### src/rtl/nibalu_pkg.sv
package nibalu_pkg;

  typedef enum logic [2:0] {
    OP_ADD   = 3'd0,
    OP_ADC   = 3'd1,
    OP_RADC  = 3'd2,
    OP_RCRY  = 3'd3,
    OP_AND   = 3'd4,
    OP_TEST  = 3'd5,
    OP_FCLR  = 3'd6,
    OP_NOP   = 3'd7
  } op_e;

  typedef struct packed {
    logic e;
    logic i;
    logic c;
    logic z;
  } flags_t;

  // radix value from the field coding (2**w minus field), w+1 bits wide
  function automatic logic [4:0] radix_of(input logic [3:0] fld);
    return 5'd16 - {1'b0, fld};
  endfunction

  // unadjusted sum including carry, one bit wider than the operands
  function automatic logic [4:0] raw_sum(input logic [3:0] x, input logic [3:0] y,
                                         input logic c);
    return {1'b0, x} + {1'b0, y} + {4'd0, c};
  endfunction

  function automatic logic is_arith(input op_e o);
    return (o == OP_ADD) || (o == OP_ADC) || (o == OP_RADC) || (o == OP_RCRY);
  endfunction

endpackage

### src/rtl/nibalu_adder.sv
module nibalu_adder
  import nibalu_pkg::*;
#(
  parameter int W = 4
) (
  input  logic [W-1:0] x,
  input  logic [W-1:0] y,
  input  logic         c_in,
  input  logic         radix_en,
  input  logic [W-1:0] fld,
  output logic [W-1:0] sum,
  output logic         c_out,
  output logic         wrap,
  output logic [W:0]   sum_raw
);
  localparam int SW = W + 1;

  logic [SW-1:0] n_val;
  logic [SW-1:0] folded;

  always_comb begin
    sum_raw = raw_sum(x, y, c_in);
    n_val   = radix_of(fld);
    wrap    = radix_en && (sum_raw >= n_val);
    folded  = sum_raw - n_val;
    if (!radix_en) begin
      sum   = sum_raw[W-1:0];
      c_out = sum_raw[W];
    end else if (wrap) begin
      sum   = folded[W-1:0];
      c_out = 1'b1;
    end else begin
      sum   = sum_raw[W-1:0];
      c_out = 1'b0;
    end
  end

endmodule

### src/rtl/nibalu_logic.sv
module nibalu_logic #(
  parameter int W = 4
) (
  input  logic [W-1:0] x,
  input  logic [W-1:0] y,
  output logic [W-1:0] conj
);
  always_comb conj = x & y;
endmodule

### src/rtl/nibalu_flagunit.sv
module nibalu_flagunit
  import nibalu_pkg::*;
#(
  parameter int W = 4
) (
  input  op_e          op,
  input  logic         issue,
  input  flags_t       f_in,
  input  logic [3:0]   mask,
  input  logic         add_c,
  input  logic [W-1:0] result,
  output flags_t       f_nxt,
  output logic         zero_hit
);
  always_comb begin
    zero_hit = (result == '0);
    f_nxt    = f_in;
    if (issue) begin
      case (op)
        OP_ADD, OP_ADC, OP_RADC, OP_RCRY: begin
          f_nxt.e = 1'b0;
          f_nxt.c = add_c;
          f_nxt.z = zero_hit;
        end
        OP_AND, OP_TEST: begin
          f_nxt.e = 1'b0;
          f_nxt.z = zero_hit;
        end
        OP_FCLR: f_nxt = f_in & flags_t'(mask);
        default: f_nxt = f_in;
      endcase
    end
  end
endmodule

### src/rtl/nibalu.sv
module nibalu
  import nibalu_pkg::*;
#(
  parameter int W = 4
) (
  input  logic         clk,
  input  logic         rst_n,
  input  logic         issue,
  input  logic [2:0]   op,
  input  logic [W-1:0] a,
  input  logic [W-1:0] b,
  input  logic         cin,
  input  logic [W-1:0] radix_fld,
  input  logic [3:0]   flags_in,
  output logic [W-1:0] res,
  output logic         wr_en,
  output logic [3:0]   flags_out
);
  op_e          op_q;
  logic [W-1:0] add_y;
  logic         add_cin;
  logic         add_radix;
  logic [W-1:0] add_sum;
  logic         add_cout;
  logic         adder_wrap;
  logic [W:0]   adder_raw;
  logic [W-1:0] and_res;
  logic [W-1:0] res_nxt;
  logic         we_nxt;
  logic         zero_hit;
  flags_t       f_nxt;

  assign op_q = op_e'(op);

  always_comb begin
    add_y     = (op_q == OP_RCRY) ? '0 : b;
    add_cin   = (op_q == OP_ADD) ? 1'b0 : cin;
    add_radix = (op_q == OP_RADC) || (op_q == OP_RCRY);
  end

  nibalu_adder #(.W(W)) u_add (
    .x(a), .y(add_y), .c_in(add_cin), .radix_en(add_radix), .fld(radix_fld),
    .sum(add_sum), .c_out(add_cout), .wrap(adder_wrap), .sum_raw(adder_raw)
  );

  nibalu_logic #(.W(W)) u_log (.x(a), .y(b), .conj(and_res));

  always_comb begin
    res_nxt = '0;
    we_nxt  = 1'b0;
    if (issue) begin
      if (is_arith(op_q)) begin
        res_nxt = add_sum;
        we_nxt  = 1'b1;
      end else if (op_q == OP_AND) begin
        res_nxt = and_res;
        we_nxt  = 1'b1;
      end else if (op_q == OP_TEST) begin
        res_nxt = and_res;
      end else if (op_q == OP_FCLR) begin
        res_nxt = W'(flags_in & b[3:0]);
      end
    end
  end

  nibalu_flagunit #(.W(W)) u_flg (
    .op(op_q), .issue(issue), .f_in(flags_t'(flags_in)), .mask(b[3:0]),
    .add_c(add_cout), .result(res_nxt), .f_nxt(f_nxt), .zero_hit(zero_hit)
  );

  always_ff @(posedge clk) begin
    if (!rst_n) begin
      res       <= '0;
      wr_en     <= 1'b0;
      flags_out <= '0;
    end else begin
      res       <= res_nxt;
      wr_en     <= we_nxt;
      flags_out <= f_nxt;
    end
  end

endmodule

### config.mk
export PLATFORM = sky130hd
export DESIGN_NAME = nibalu
export DESIGN_NICKNAME = d
export VERILOG_FILES = /design/src/rtl/nibalu_pkg.sv /design/src/rtl/nibalu_adder.sv /design/src/rtl/nibalu_logic.sv /design/src/rtl/nibalu_flagunit.sv /design/src/rtl/nibalu.sv
export SDC_FILE = /design/constraint.sdc
export NUM_CORES = 1
export LEC_CHECK = 0
export BUFFER_PORTS_ARGS = -buffer_cell sky130_fd_sc_hd__buf_2
export CAP_MARGIN = 20
export CORE_MARGIN = 2
export CORE_UTILIZATION = 24
export DETAILED_ROUTE_END_ITERATION = 16
export PLACE_DENSITY = 0.52
export SYNTH_ARGS = -nofsm -noshare
export SYNTH_HDL_FRONTEND = slang
export SYNTH_HIERARCHICAL = 1
export SYNTH_SLANG_ARGS = --single-unit
### constraint.sdc
create_clock -name clk -period 9.55 [get_ports clk]
set_clock_uncertainty 0.15 [all_clocks]
set_input_delay 1.91 -clock clk [delete_from_list [all_inputs] [get_ports clk]]
set_output_delay 1.91 -clock clk [all_outputs]
set_load 0.02 [all_outputs]
======== Word level (Yosys, flattened, before mapping) ========
Cells that the tools add are included.
operators by class
  magnitude comparators ................... 1
  equality and inequality tests ........... 6
  multiplexer cells ....................... 18
  reduce and logical (&&, ||, !) cells .... 10
  add/sub/neg operators ................... 4
  bitwise gates (word level) .............. 2
operators with widths
  kind                   count
  $mux W4                9
  $eq A3 B3 Y1 const B   3
  $and A4 B4 Y4          2
  $eq A3 B2 Y1 const B   2
  $mux W1                6
  $pmux W1 S2            3
  $reduce_or A6 Y1       1
  $add A4 B4 Y5          1
  $add A5 B1 Y5          1
  $ge A5 B5 Y1           1
  $sub A5 B4 Y5 const A  1
  $logic_not A4 Y1       1
  $logic_or A1 B1 Y1     4
  $reduce_or A4 Y1       1
  $sub A4 B4 Y4          1
  $eq A3 B1 Y1 const B   1
  $logic_not A3 Y1       1
  $reduce_and A2 Y1      1
  $logic_and A1 B1 Y1    1
word-level totals
  output and inout port bits .............. 9
  register bits ........................... 9
  logic and storage cells ................. 44

======== Longest topological paths before layout ========
  word-level depth ........................ 13
  gate-level depth with buffers ........... 18

======== Modules after synthesis ========
The synthesis kept the hierarchy.
by module, submodules not included
  module           area each (sq um)  seq. area each (sq um)  instances  cells an instance
  nibalu           444.2              180.2                   1          50
  nibalu_adder     436.7              0.0                     1          50
  nibalu_flagunit  100.1              0.0                     1          14
  nibalu_logic     25.0               0.0                     1          4

======== Worst setup path before layout ========
No wires, ideal clock.
  path type ............................... in2reg
  start point ............................. in op[2]
  end point ............................... reg flags_out[0]
  arrival time ............................ 5.039 ns
  cell stages on the path ................. 17
  path slack .............................. 4.246 ns
  data required time ...................... 9.285 ns
  cell sequence ........................... buf_2 > nand3b_1 > and2_1 > fa_1 > inv_1 > fa_1 > xnor2_1 > ha_1 > a21o_1 > a31oi_2 > o22ai_4 > mux2i_1 > o21ai_0 > a31oi_1 > nor4_4 > a32o_1 > and2_1
RTL lines
  what                  RTL line      RTL
  from (decl)           nibalu.sv:9   input logic [2:0] op,
  to (signal assigned)  nibalu.sv:79  flags_out <= f_nxt;
  to (decl)             nibalu.sv:17  output logic [3:0] flags_out

==> results.yml <==
run_status:
  status: "finished clean"
critical_path:
  critPathRequiredTime_ns: 9.52
  cp-end-kind: "flop"
  critPathLaunchType: "input pin"
  critPathKind: "input pin to flop"
  worstPathArrival_ns: 5.57
  path_max_fanout: 22
pwr:
  internal_power_w: 0.000107
  power_density_mw_per_mm2: 132
  leakagePower_nw: 0.560
  switching_power_w: 0.0000581
  combPwrFrac_pct: 49.4
  clock_power_share_pct: 26.0
  p_sw_share_pct: 35.2
  peakVddDrop_v: 0.0000407
  seq_power_share_pct: 24.7
grt:
  overflow: 0
  antenna_found_initial: 0
  grt_use_total_pct: 11.0
  grt_pass1_wl_um: 3930
  grt_pass1_vias: 920
  grt_max_degree: 23
worst_hold_path:
  hold_path_class: "input pin to flop"
  whs_path_depth: 2
synthesis:
  ys_seq_area_share_pct: 17.9
  syn-instance-count: 118
  synthArstFlopShare_pct: 0
  yosysWarnings: 6
  synth_seq_cells: 9
  synth_flop_cell: "dfxtp_1"
  synth_area_per_cell_um2: 8.53
  synth_area_mm2: 0.00101
  synth_nets: 153
  ys_types: 34
  synth-edff-count: 0
clock_tree:
  cts_buffers: 3
  cts_max_level: 1
  post_cts_buffers: 0
  cts_tree: "yes"
  cts.path.max_buffers: 2
  path_clk_slew_ns: 0.04
  root_buffer: "clkbuf_8"
  clock-sinks: 9
  cts_hold_buffers: 0
  cts-resized-gates: 0
timing:
  layout_setup_ws_ns: 3.95
  period_minus_slack_ns: 5.60
  rsz0062_at_grt: "false"
  setup_viol: 0
  fin_tns_setup_ns: 0
  slew_headroom_pct: 78.5
  clock.fmax_mhz: 179
  finalCritPeriodShare_pct: 58.6
  slew_viol_final: 0
  worst_pin_slew_ns: 0.322
  hold_viol: 0
layout:
  n_antenna_cell: 0
  nFillCells: 443
  final_common_cell: "buf_2"
  final_nets: 186
  area_delta_synth_final_pct: 24.0
  seq_area_um2: 180
  mostFrequentLayoutCells: "buf_2 (31), and2_1 (13), inv_1 (11)"
  drive_gt1_share_pct: 26.7
  multi_input_area_um2: 759
route:
  wl_per_cell_um: 12.2
  dr_total_vias: 943
  drt-total-wl_um: 2440
  drc_errors: 0
  dr.pass1.iters: 4
  avgViaCountPerCell: 4.72
  antenna_left: 0
  drt-initial-drc-count: 74
flow_run:
  drv_cap: 0
place:
  dp.final_hpwl_um: 2100
  gp_congestion: 0.791
  port_buffers: 31
  post-place-ws_ns: 3.70
die:
  die_w_um: 68.7
  io_pins: 32
  rows: 23
  dieArea_mm2: 0.00473
  start_util_pct: 25.0
  die_h_um: 68.7
  fp.coreArea_mm2: 0.00403
power by group through the flow:
stage / clock, W / combinational, W / sequential, W
2_1_floorplan: 0 / 0.0000576 / 0.0000446
3_3_place_gp: 0 / 0.0000797 / 0.0000412
3_5_place_dp: 0 / 0.0000815 / 0.0000414
4_1_cts: 0.0000444 / 0.0000821 / 0.0000407
5_1_grt: 0.0000456 / 0.0000904 / 0.0000409
6_report: 0.0000428 / 0.0000814 / 0.0000407
layer usage:
| layer | vias to the layer above | wire, um | GRT usage (%) |
|---|---|---|---|
| li1 | 485 | - | - |
| met1 | 424 | 1030 | 12.8 |
| met2 | 32 | 1220 | 21.4 |
| met3 | 2 | 175 | 0.649 |
| met4 | 0 | 16 | 2.94 |
| met5 | - | 0 | 0 |
synthesized netlist by cell type, types with 4 or more instances:
library cell   n  share of area [%]
a311oi_1       4                3.5
a31oi_1        5                3.1
and2_1        13                8.1
dfxtp_1        9                 18
ha_1           9                 11
inv_1         11                4.1
nand2_1        4                1.5
nand2b_1       6                3.7
nand4b_1       4                3.5
nor2_1         8                3.0
o21ai_0        8                4.0
xnor2_1        4                3.5
worst max-delay path, cell delays in order:
cell      delay (ns)
buf_2           0.28
nand3b_1        0.21
and2_1          0.17
fa_1            0.19
inv_1           0.05
fa_1            0.40
xnor2_1         0.28
ha_1            0.35
a21o_1          0.23
a31oi_2         0.25
o22ai_4         0.15
mux2i_1         0.24
o21ai_0         0.11
a31oi_1         0.26
nor4_4          0.08
a32o_1          0.26
and2_1          0.15
final timing paths:
| check | startpoint | endpoint | slack, ns |
|---|---|---|---|
| setup / recovery | op[2] | flags_out[0] | 3.95 |
| hold / removal | rst_n | flags_out[3] | 1.80 |
registers in the layout, indices dropped and copies added, names as in the netlist:
| name | flops |
|---|---|
| res | 4 |
| wr_en | 1 |
| flags_out | 4 |
final cells by class:
type / instances / share of cell area (%)
Timing Repair Buffer: 31 / 12.4
Tap cell: 50 / 5.02
Clock buffer: 4 / 3.61
Sequential cell: 9 / 14.4
Inverter: 12 / 3.61
Multi-Input combinational cell: 94 / 60.9
through the flow:
stage | hold WS [ns] | util [%] | cells | power [W] | cell area, um^2
final | 1.80 | 31.0 | 200 | 0.000165 | 1250
after global routing | 1.82 | 31.0 | 200 | 0.000177 | 1250
after CTS | 1.80 | 31.0 | 200 | 0.000167 | 1250
after detailed placement | 2.04 | 29.8 | 196 | 0.000123 | 1200
after global placement | 2.03 | 29.8 | 196 | 0.000121 | 1200
after floorplan | 1.88 | - | 118 | 0.000102 | 1010
logic make-up after synthesis:
logic type                 share of synthesized area (%)
muxes                                               4.98
xor gates and xnor gates                            5.22
AOI/OAI and AO/OA                                   22.5
and+or+nand+nor                                     25.6
buffers and inverters                               6.59
DFF                                                 17.9
adders and majority gates                           17.2
No activity file was read; power rests on OpenSTA's default activity.
